==> src/rtl/adcw_pkg.sv <==
package adcw_pkg;
    localparam int unsigned ADDR_W = 8;
    localparam int unsigned REG_W  = 32;

    // word indices (byte offset / 4) of the register groups
    localparam logic [5:0] WRD_CTRL = 6'd0;
    localparam logic [5:0] WRD_INTC = 6'd1;
    localparam logic [5:0] WRD_AUX  = 6'd2;
    localparam logic [5:0] WRD_CLK  = 6'd3;
    localparam logic [5:0] WRD_DATA = 6'd4;   // 0x10, one per pair, 8 slots
    localparam logic [5:0] WRD_BND  = 6'd12;  // 0x30, one per channel, 16 slots
    localparam logic [5:0] WRD_HYS  = 6'd28;  // 0x70, one per channel, 16 slots
    localparam logic [5:0] WRD_ISRC = 6'd48;  // 0xC0
    localparam logic [5:0] WRD_TRIM = 6'd49;  // 0xC4
    localparam int unsigned PAIR_SLOTS = 8;
    localparam int unsigned CH_SLOTS   = 16;

    typedef enum logic [3:0] {
        RK_NONE, RK_CTRL, RK_INTC, RK_AUX, RK_CLK,
        RK_DATA, RK_BND, RK_HYS, RK_ISRC, RK_TRIM
    } reg_kind_e;

    typedef struct packed {
        reg_kind_e   kind;
        logic [3:0]  idx;
    } reg_sel_t;

    typedef enum logic {
        SEQ_IDLE  = 1'b0,
        SEQ_CHECK = 1'b1
    } seq_state_e;
endpackage

==> src/rtl/adcw_decode.sv <==
module adcw_decode
    import adcw_pkg::*;
#(
    parameter int unsigned NUM_CH = 8
) (
    input  logic [ADDR_W-1:0] addr,
    output reg_sel_t          sel
);
    localparam int unsigned NUM_PAIRS = NUM_CH / 2;

    logic [5:0] word;
    logic [5:0] rel_data, rel_bnd, rel_hys;

    assign word     = addr[7:2];
    assign rel_data = word - WRD_DATA;
    assign rel_bnd  = word - WRD_BND;
    assign rel_hys  = word - WRD_HYS;

    always_comb begin
        sel.kind = RK_NONE;
        sel.idx  = '0;
        if (addr[1:0] == 2'b00) begin
            if (word == WRD_CTRL)      sel.kind = RK_CTRL;
            else if (word == WRD_INTC) sel.kind = RK_INTC;
            else if (word == WRD_AUX)  sel.kind = RK_AUX;
            else if (word == WRD_CLK)  sel.kind = RK_CLK;
            else if (word == WRD_ISRC) sel.kind = RK_ISRC;
            else if (word == WRD_TRIM) sel.kind = RK_TRIM;
            else if (word >= WRD_DATA && 32'(rel_data) < PAIR_SLOTS) begin
                if (32'(rel_data) < NUM_PAIRS) begin
                    sel.kind = RK_DATA;
                    sel.idx  = rel_data[3:0];
                end
            end else if (word >= WRD_BND && 32'(rel_bnd) < CH_SLOTS) begin
                if (32'(rel_bnd) < NUM_CH) begin
                    sel.kind = RK_BND;
                    sel.idx  = rel_bnd[3:0];
                end
            end else if (word >= WRD_HYS && 32'(rel_hys) < CH_SLOTS) begin
                if (32'(rel_hys) < NUM_CH) begin
                    sel.kind = RK_HYS;
                    sel.idx  = rel_hys[3:0];
                end
            end
        end
    end
endmodule

==> src/rtl/adcw_window_chk.sv <==
module adcw_window_chk #(
    parameter int unsigned DW = 10
) (
    input  logic [DW-1:0] sample,
    input  logic [DW-1:0] lo_lim,
    input  logic [DW-1:0] hi_lim,
    output logic          outside
);
    assign outside = (sample < lo_lim) || (sample > hi_lim);
endmodule

==> src/rtl/adcw_seq_fsm.sv <==
module adcw_seq_fsm
    import adcw_pkg::*;
#(
    parameter int unsigned IDX_W = 2
) (
    input  logic             clk,
    input  logic             rst_n,
    input  logic             start,
    input  logic [IDX_W-1:0] start_idx,
    output logic             check_fire,
    output logic [IDX_W-1:0] check_idx
);
    seq_state_e       state_q, state_d;
    logic [IDX_W-1:0] idx_q;

    always_ff @(posedge clk) begin
        if (!rst_n) begin
            state_q <= SEQ_IDLE;
            idx_q   <= '0;
        end else begin
            state_q <= state_d;
            if (start) idx_q <= start_idx;
        end
    end

    always_comb begin
        state_d = state_q;
        unique case (state_q)
            SEQ_IDLE:  if (start) state_d = SEQ_CHECK;
            SEQ_CHECK: state_d = start ? SEQ_CHECK : SEQ_IDLE;
        endcase
    end

    always_comb begin
        check_fire = (state_q == SEQ_CHECK);
        check_idx  = idx_q;
    end


    check_follows_read_chk: assert property (@(posedge clk) disable iff (!rst_n)
        start |=> check_fire);


    check_needs_read_chk: assert property (@(posedge clk) disable iff (!rst_n)
        check_fire |-> $past(start));
endmodule

==> src/rtl/adcw_engine_regs.sv <==
module adcw_engine_regs
    import adcw_pkg::*;
#(
    parameter int unsigned NUM_CH  = 8,
    parameter int unsigned DW      = 10,
    parameter int unsigned LO_STEP = 5,
    parameter int unsigned HI_STEP = 7
) (
    input  logic              clk,
    input  logic              rst_n,
    input  logic [ADDR_W-1:0] bus_addr,
    input  logic              bus_wr,
    input  logic [REG_W-1:0]  bus_wdata,
    input  logic              bus_rd,
    output logic [REG_W-1:0]  bus_rdata,
    output logic              irq
);
    localparam int unsigned NUM_PAIRS = NUM_CH / 2;
    localparam int unsigned PIDX_W    = (NUM_PAIRS > 1) ? $clog2(NUM_PAIRS) : 1;
    localparam int unsigned CIDX_W    = PIDX_W + 1;
    localparam int unsigned HI_LSB    = 16;
    localparam int unsigned ISRC_W    = 16;
    localparam int unsigned TRIM_W    = 4;
    localparam int unsigned BIT_EN    = 0;
    localparam int unsigned BIT_ACMP  = 5;
    localparam int unsigned BIT_INIT  = 8;
    localparam logic [REG_W-1:0] SAMPLE_ONES = (REG_W'(1) << DW) - REG_W'(1);
    localparam logic [REG_W-1:0] FIELD_MASK  = SAMPLE_ONES | (SAMPLE_ONES << HI_LSB);
    localparam logic [REG_W-1:0] HYS_MASK    = FIELD_MASK | (REG_W'(1) << (REG_W - 1));
    localparam logic [REG_W-1:0] AUX_RST     = 32'h0000_000F;
    localparam logic [REG_W-1:0] CLK_RST     = 32'h0000_000F;

    reg_sel_t            sel;
    logic [REG_W-1:0]    ctrl_q, intc_q, intc_d, aux_q, clk_q, ctrl_wval;
    logic [ISRC_W-1:0]   isrc_q;
    logic [TRIM_W-1:0]   trim_q;
    logic [REG_W-1:0]    data_q [NUM_PAIRS];
    logic [REG_W-1:0]    bnd_q  [NUM_CH];
    logic [REG_W-1:0]    hys_q  [NUM_CH];
    logic [REG_W-1:0]    sel_word, adv_word, chk_word, rd_mux;
    logic                rd_go, dat_rd, chk_fire;
    logic [PIDX_W-1:0]   chk_idx;
    logic [1:0]          lane_out;

    adcw_decode #(.NUM_CH(NUM_CH)) decode_i (.addr(bus_addr), .sel(sel));

    assign rd_go    = bus_rd && !bus_wr;
    assign dat_rd   = rd_go && (sel.kind == RK_DATA);
    assign sel_word = data_q[sel.idx[PIDX_W-1:0]];

    always_comb begin
        adv_word                 = '0;
        adv_word[DW-1:0]         = sel_word[DW-1:0] + DW'(LO_STEP);
        adv_word[HI_LSB +: DW]   = sel_word[HI_LSB +: DW] + DW'(HI_STEP);
    end

    adcw_seq_fsm #(.IDX_W(PIDX_W)) seq_i (
        .clk        (clk),
        .rst_n      (rst_n),
        .start      (dat_rd),
        .start_idx  (sel.idx[PIDX_W-1:0]),
        .check_fire (chk_fire),
        .check_idx  (chk_idx)
    );

    assign chk_word = data_q[chk_idx];

    for (genvar ln = 0; ln < 2; ln++) begin : g_lane
        logic [CIDX_W-1:0] bidx;
        assign bidx = {chk_idx, 1'(ln)};
        adcw_window_chk #(.DW(DW)) win_i (
            .sample  (chk_word[ln*HI_LSB +: DW]),
            .lo_lim  (bnd_q[bidx][DW-1:0]),
            .hi_lim  (bnd_q[bidx][HI_LSB +: DW]),
            .outside (lane_out[ln])
        );
    end

    always_comb begin
        ctrl_wval           = bus_wdata;
        ctrl_wval[BIT_INIT] = bus_wdata[BIT_EN];
        ctrl_wval[BIT_ACMP] = 1'b0;
    end

    always_ff @(posedge clk) begin
        if (!rst_n) begin
            ctrl_q <= '0;
            aux_q  <= AUX_RST;
            clk_q  <= CLK_RST;
            isrc_q <= '0;
            trim_q <= '0;
        end else if (bus_wr) begin
            unique case (sel.kind)
                RK_CTRL: ctrl_q <= ctrl_wval;
                RK_AUX:  aux_q  <= bus_wdata;
                RK_CLK:  clk_q  <= bus_wdata;
                RK_ISRC: isrc_q <= bus_wdata[ISRC_W-1:0];
                RK_TRIM: trim_q <= bus_wdata[TRIM_W-1:0];
                default: ;
            endcase
        end
    end

    always_comb begin
        intc_d = intc_q;
        if (bus_wr && sel.kind == RK_INTC) intc_d = bus_wdata;
        if (chk_fire && (lane_out != 2'b00)) intc_d = intc_d | (REG_W'(1) << chk_idx);
    end

    always_ff @(posedge clk) begin
        if (!rst_n) intc_q <= '0;
        else        intc_q <= intc_d;
    end

    always_ff @(posedge clk) begin
        for (int p = 0; p < NUM_PAIRS; p++) begin
            if (!rst_n) data_q[p] <= '0;
            else if (bus_wr && sel.kind == RK_DATA && 32'(sel.idx) == p)
                data_q[p] <= bus_wdata & FIELD_MASK;
            else if (dat_rd && 32'(sel.idx) == p)
                data_q[p] <= adv_word;
        end
        for (int c = 0; c < NUM_CH; c++) begin
            if (!rst_n) begin
                bnd_q[c] <= '0;
                hys_q[c] <= '0;
            end else if (bus_wr && 32'(sel.idx) == c) begin
                if (sel.kind == RK_BND) bnd_q[c] <= bus_wdata & FIELD_MASK;
                if (sel.kind == RK_HYS) hys_q[c] <= bus_wdata & HYS_MASK;
            end
        end
    end

    always_comb begin
        rd_mux = '0;
        unique case (sel.kind)
            RK_CTRL: rd_mux = ctrl_q;
            RK_INTC: rd_mux = intc_q;
            RK_AUX:  rd_mux = aux_q;
            RK_CLK:  rd_mux = clk_q;
            RK_DATA: rd_mux = sel_word;
            RK_BND:  rd_mux = bnd_q[sel.idx[CIDX_W-1:0]];
            RK_HYS:  rd_mux = hys_q[sel.idx[CIDX_W-1:0]];
            RK_ISRC: rd_mux = REG_W'(isrc_q);
            RK_TRIM: rd_mux = REG_W'(trim_q);
            default: rd_mux = '0;
        endcase
    end

    always_ff @(posedge clk) begin
        if (!rst_n)     bus_rdata <= '0;
        else if (rd_go) bus_rdata <= rd_mux;
    end

    assign irq = |intc_q[NUM_PAIRS-1:0];


    ctrl_write_chk: assert property (@(posedge clk) disable iff (!rst_n)
        (bus_wr && sel.kind == RK_CTRL) |=>
            (ctrl_q[BIT_INIT] == $past(bus_wdata[BIT_EN]) && !ctrl_q[BIT_ACMP]));


    data_advance_chk: assert property (@(posedge clk) disable iff (!rst_n)
        dat_rd |=> (chk_word[DW-1:0] == DW'($past(sel_word[DW-1:0]) + DW'(LO_STEP))));


    window_set_chk: assert property (@(posedge clk) disable iff (!rst_n)
        (chk_fire && lane_out != 2'b00) |=> irq);


    irq_clear_chk: assert property (@(posedge clk) disable iff (!rst_n)
        (bus_wr && sel.kind == RK_INTC && bus_wdata[NUM_PAIRS-1:0] == '0 && !chk_fire) |=> !irq);


    dead_addr_zero_chk: assert property (@(posedge clk) disable iff (!rst_n)
        (rd_go && sel.kind == RK_NONE) |=> (bus_rdata == '0));
endmodule

==> config.mk <==
export PLATFORM = sky130hd
export DESIGN_NAME = adcw_engine_regs
export DESIGN_NICKNAME = d
export VERILOG_FILES = /design/src/rtl/adcw_pkg.sv /design/src/rtl/adcw_decode.sv /design/src/rtl/adcw_window_chk.sv /design/src/rtl/adcw_seq_fsm.sv /design/src/rtl/adcw_engine_regs.sv
export SDC_FILE = /design/constraint.sdc
export NUM_CORES = 1
export LEC_CHECK = 0
export ABC_AREA = 1
export CAP_MARGIN = 0
export CELL_PAD_IN_SITES_DETAIL_PLACEMENT = 1
export CELL_PAD_IN_SITES_GLOBAL_PLACEMENT = 2
export CORE_ASPECT_RATIO = 1.75
export CORE_MARGIN = 2
export CORE_UTILIZATION = 34
export CTS_CLUSTER_DIAMETER = 30
export DETAILED_ROUTE_END_ITERATION = 10
export PLACE_DENSITY_LB_ADDON = 0.1
export SYNTH_ARGS = -nofsm -noshare
export SYNTH_HDL_FRONTEND = slang
export SYNTH_SLANG_ARGS = --single-unit
==> constraint.sdc <==
create_clock -name clk -period 3.9 [get_ports clk]
set_input_delay 0.39 -clock clk [delete_from_list [all_inputs] [get_ports clk]]
set_output_delay 0.39 -clock clk [all_outputs]
set_load 0.02 [all_outputs]
==> results of run 1 <==
## per-layer routing
metal	vias to the layer above	global-route usage (%)
li1	13173	-
met1	14136	30.3
met2	699	56.5
met3	321	3.34
met4	0	16.2
met5	-	0
## worst min path at each step
stage / slack, ps / depth (start not counted) / endpoint / from
after floorplan: 420 / 2 / register / register
after global placement: 440 / 2 / clk_q[26] / clk_q[26]
after detailed placement: 450 / 2 / clk_q[13] / clk_q[13]
after CTS: 270 / 3 / seq_i.check_idx[0] / rst_n
after global routing: 320 / 3 / register / rst_n
final: 310 / 3 / register / bus_wdata[19]
## registers in the layout, summed over array words and instances, names as in the netlist, named ones only
name	count
bnd_q	160
ctrl_q	30
clk_q	32
aux_q	32
data_q	80
intc_q	4
isrc_q	16
hys_q	168
bus_rdata	32
seq_i.check_fire	1
trim_q	4
seq_i.check_idx	2
## logic make-up after synthesis
logic type	count (synthesis)	share of synthesized area, %
adders and majority gates	44	1.81
and+or+nand+nor	1971	26.4
xor gates and xnor gates	8	0.279
DFF	591	52.2
AOI/OAI and AO/OA	665	11.8
buffers and inverters	568	7.54
## worst register-to-register path: cells and delay by family, from the launching register on
family	cells	cell delay, ps
buffers and inverters	5	930
flip-flops	1	350
adder cells (fa/ha/maj)	1	250
AND/OR/NAND/NOR	6	790
AO/OA/AOI/OAI	6	1150
## where the power goes
group          switching [mW]  internal, mW
Clock                    3.57          6.44
Combinational            1.01         0.473
Sequential              0.101          6.93
Total                    4.68          13.8
## cell usage in the layout, fill, tap and decap left out, types with 22 or more instances in the layout
master,n
dfxtp_1,182
a21oi_1,239
clkdlybuf4s50_1,74
ha_1,44
inv_1,275
nand2_1,993
nand3_1,139
buf_12,72
buf_4,244
clkbuf_16,115
edfxtp_1,408
o22ai_1,71
inv_2,24
nand4_1,54
o21ai_0,288
clkinvlp_4,22
nor2_1,705
## layout make-up
| class | instances | area (um^2) |
|---|---|---|
| repair buffers | 392 | 4050 |
| well taps | 1176 | 1470 |
| flip-flops and latches | 591 | 15900 |
| fillers | 10555 | 50300 |
| multi-input cells | 2688 | 12300 |
| clock buffers | 131 | 3000 |
| inverters | 305 | 1140 |
| clock inverters | 84 | 898 |
## repair_timing
action                                  in CTS  in global routing
gates resized for setup                      0                  1
hold buffers                                 0                  0
endpoints found under the setup margin       0                  1
buffers inserted                             0                  0
==> flow_summary.toml, run 1 <==
[outcome]
status = "complete, no violations"

[clock_network]
path_clk_slew_ps = 50
cts_max_path_buffers = 3
insertion_delay_ps = 720
htree_levels = 3
clock-root-buffer = "clkbuf_16"
clock_sinks = 591
cts_tree = "yes"
numCtsBuffers = 113

[worst_setup_path]
cpPeakStageDelay_ps = 350
r2r_cells = 18
cp-start-kind = "register"
reg2reg_slack_ps = 350
path_cells = "inv_2 -> buf_12 -> o21ai_0 -> o22ai_1 -> buf_4 -> ha_1 -> a21oi_1 -> nor2_1 -> a211oi_1 -> o211ai_1 -> nand2_1 -> nand4_1 -> nand2_1 -> inv_1 -> nand2_1 -> nor2_1 -> o21ai_0 -> inv_1"
cp_data_arrival_time_ps = 4140
path_buf_inv = 5
cp_top_family = "compound AO/OA/AOI/OAI gates"
crit_path_max_fanout = 44
r2r-end = "intc_q[1]"
crit_end = "intc_q[1]"
critical_path.most_common_cell = "nand2_1"
worstSetupEndpointType = "register"
critPathKind = "reg -> reg"
cp_num_cells = 18
cpMaxStageDelayCell = "dfxtp_4"
cp.required_ps = 4490

[power]
p_total_mw = 18.5
leakage_nw = 16.8
power_density_nw_per_um2 = 478
peakVddDrop_v = 0.000391

[die]
std_cell_rows = 145
dieArea_um2 = 92200
boundaryPins = 77
dieHeight_um = 400
start_util_pct = 34.2
die_w_um = 230
core_area_um2 = 89100

[logic_synthesis]
ys_async_sr_fraction_pct = 0
synth_cell_type_count = 46
synth_area_um2 = 30500
synth_cells = 3847
netlist_top_cells_count = "nand2_1, nor2_1, edfxtp_1, o21ai_0, inv_1"
synth_top_area_share_pct = 40.2
yosys.area.top_type = "edfxtp_1"
yosysSeqAreaShare_pct = 52.2
synth_fp_nets = 3935
ys_warn_count = 0
synthFlopType = "edfxtp_1"
avgSynthCellArea_um2 = 7.92
netlist_top_cells_area = "edfxtp_1, nand2_1, dfxtp_1, nor2_1, o21ai_0"
synth-seq-cells = 591
synth_most_common_cell = "nand2_1"
synth_edf_count = 408

[sta]
fin_worst_skew_ps = 35.1
tns_ps = 0
fmax_ghz = 0.282
setup_ws_ps = 350
rsz0062_at_grt = "false"
hold_viol_final = 0
relSlewSlack_pct = 32.4
tightest_slew_ps = 1010
slew_violations = 0
holdWs_ps = 315
setup_viol = 0
period_share_pct = 91.0
min_period_ps = 3550

[grt]
grt_max_degree = 107
grt_pass1_wl_mm = 197
grt-ovfl-total = 0
grt_pass1_vias = 30862
grt_use_total_pct = 29.2
antenna_found_initial = 0

[placed_design]
hpwl_mm = 94.9
postPlaceCellArea_um2 = 34900
post-place-cells = 5152
place_ws_ps = -110
port_buffers = 76
gp_congestion = 0.876

[routing]
drc = 0
drtIter0Drc = 1455
finalWirelength_mm = 134
dr.max_layer_used = "met4"
first_pass_iters = 5
wl_met2_mm = 72.5
met3_length_mm = 4.97
num_vias = 28329
ant_nets = 0
vias_per_cell = 5.28
drt-met1-wl_mm = 49.0
wl_per_cell_um = 25.0

[cells_and_area]
final_area_um2 = 38800
fin_util_pct = 43.6
nNetsFinal = 4179
stdcell_count = 5367
areaGrowthSynthToFinish_pct = 27.3
layout-drive-gt1-share_pct = 14.6
diodes = 0

[hold_path]
hold_class = "in -> reg"

[job]
maxCapViolations = 0
Note: power is estimated with default switching activity, not from simulation.
==> inputs of run 2 (changes only) <==
--- a/config.mk
+++ b/config.mk
@@ -6,6 +6,7 @@
 export NUM_CORES = 1
 export LEC_CHECK = 0
 export ABC_AREA = 1
+export ABC_CLOCK_PERIOD_IN_PS = 3900
 export CAP_MARGIN = 0
 export CELL_PAD_IN_SITES_DETAIL_PLACEMENT = 1
 export CELL_PAD_IN_SITES_GLOBAL_PLACEMENT = 2
==> results of run 2 <==
Same layout as run 1: the final DEF is identical, and so are final timing and power.
==> inputs of run 3 (changes only) <==
--- a/config.mk
+++ b/config.mk
@@ -15,6 +15,7 @@
 export CORE_UTILIZATION = 34
 export CTS_CLUSTER_DIAMETER = 30
 export DETAILED_ROUTE_END_ITERATION = 10
+export MAX_ROUTING_LAYER = met4
 export PLACE_DENSITY_LB_ADDON = 0.1
 export SYNTH_ARGS = -nofsm -noshare
 export SYNTH_HDL_FRONTEND = slang
==> flow_summary.toml, run 3 (synthesis gave the netlist of run 1 again) <==
[outcome]
status = "complete, no violations"

[clock_network]
cts_setup_buffers = 0
clock-root-buffer = "clkbuf_16"
path_clk_slew_ps = 50
htree_levels = 3
ctsHoldBuffers = 0
numCtsBuffers = 119
cts_resized = 0
clock_sinks = 591
cts_tree = "yes"
cts_max_path_buffers = 3
insertion_delay_ps = 710

[worst_setup_path]
cp_top_family = "compound AO/OA/AOI/OAI gates"
cp.required_ps = 4480
path_cells = "inv_2 -> buf_4 -> o21ai_0 -> o22ai_1 -> buf_4 -> ha_1 -> nand2_1 -> nor2_1 -> a211oi_1 -> o211ai_1 -> nand2_1 -> nand4_1 -> nand2_1 -> inv_1 -> nand2_1 -> nor2_1 -> o21ai_0 -> inv_1"
cpPeakStageDelay_ps = 410
cp-start-kind = "register"
cpMaxStageDelayCell = "inv_2"
r2r_cells = 18
critical_path.most_common_cell = "nand2_1"
path_buf_inv = 5
worstSetupEndpointType = "register"
crit_path_max_fanout = 17
critPathKind = "reg -> reg"
r2r-end = "intc_q[1]"
reg2reg_slack_ps = 340
cp_data_arrival_time_ps = 4140

[cells_and_area]
layout-drive-gt1-share_pct = 14.9
largest_reg_flops = 168
layout_top_registers = "hys_q: 168 flops, bnd_q: 160 flops, data_q: 80 flops"
fin_util_pct = 43.8
layout_commonest_cell = "nand2_1"
largest-register = "hys_q"
areaGrowthSynthToFinish_pct = 28.1
diodes = 0
nNetsFinal = 4194
layout_common_cells = "nand2_1, nor2_1, edfxtp_1"
final_area_um2 = 39100

[die]
core_area_um2 = 89100
dieHeight_um = 400
start_util_pct = 34.2
std_cell_rows = 145
dieArea_um2 = 92200
boundaryPins = 77
die_w_um = 230

[sta]
rsz0062_at_grt = "false"
holdWs_ps = 276
fmax_ghz = 0.281
hold_viol_final = 0
tightest_slew_ps = 1130
setup_viol = 0
slew_violations = 0
period_share_pct = 91.2
relSlewSlack_pct = 24.7
min_period_ps = 3560
fin_worst_skew_ps = 31.0

[routing]
ant_nets = 0
drtIter0Drc = 1666
num_vias = 28545
first_pass_iters = 7
wl_per_cell_um = 25.3
vias_per_cell = 5.30
finalWirelength_mm = 136
drc = 0

[hold_path]
hold_end = "seq_i.check_idx[1]"
hold_class = "in -> reg"
min_from = "rst_n"
min_path_cells = 3

[job]
maxCapViolations = 0

[grt]
grt_pass1_vias = 30563
grt_use_total_pct = 30.6
grt-ovfl-total = 0
grt_pass1_wl_mm = 200
grt_max_degree = 104
antenna_found_initial = 0

[placed_design]
port_buffers = 76
postPlaceCellArea_um2 = 35000
hpwl_mm = 96.2
gp_congestion = 0.916

[power]
power_density_nw_per_um2 = 485
leakage_nw = 16.9
peakVddDrop_v = 0.000388
==> run 3: worst max-delay path by stage <==
stage,end,slack [ps],depth (start not counted)
after floorplan,hys_q[0][0],-20,16
after global placement,data_q[0][7],-20,19
after detailed placement,data_q[3][9],-90,21
after CTS,intc_q[1],300,16
after global routing,intc_q[0],90,18
final,intc_q[1],340,18
==> run 3: report_power, final <==
group | internal [mW] | switching, mW | total [mW]
clock network | 6.62 | 3.75 | 10.4
logic | 0.481 | 1.03 | 1.51
registers | 6.93 | 0.101 | 7.03
==> run 3: stage by stage <==
step	total power [mW]	cells	setup slack [ps]	TNS (ps)
global placement	8.63	5161	-19.9	-28.9
detailed placement	8.67	5161	-89.1	-2390
CTS	19.0	5386	297	0
floorplan	7.85	3847	-18.0	-1130
finish	18.9	5386	343	0
global route	19.4	5386	86.1	0
==> run 3: layout make-up <==
cell class | instances | area (um^2)
Tap cell | 1176 | 1470
Clock inverter | 86 | 916
Multi-Input combinational cell | 2688 | 12300
Sequential cell | 591 | 15900
Fill cell | 10516 | 50000
Timing Repair Buffer | 401 | 4120
Clock buffer | 139 | 3160
Inverter | 305 | 1140
==> run 3: worst register-to-register path, stage by stage, from the launching register on <==
cell and delay, ps:
dfxtp_1 350, inv_2 410, buf_4 250, o21ai_0 80, o22ai_1 310, buf_4 210, ha_1 220, nand2_1 110
nor2_1 60, a211oi_1 320, o211ai_1 150, nand2_1 100, nand4_1 240, nand2_1 220, inv_1 70, nand2_1 90
nor2_1 40, o21ai_0 150, inv_1 60
==> run 3: layer usage <==
metal / share of wire, % / global-route usage [%] / wire length [um]
met2: 53 / 56.3 / 72800
met1: 38 / 32.6 / 51500
met5: 0 / - / 0
met3: 3.8 / 3.22 / 5180
met4: 5.1 / 15.2 / 7000
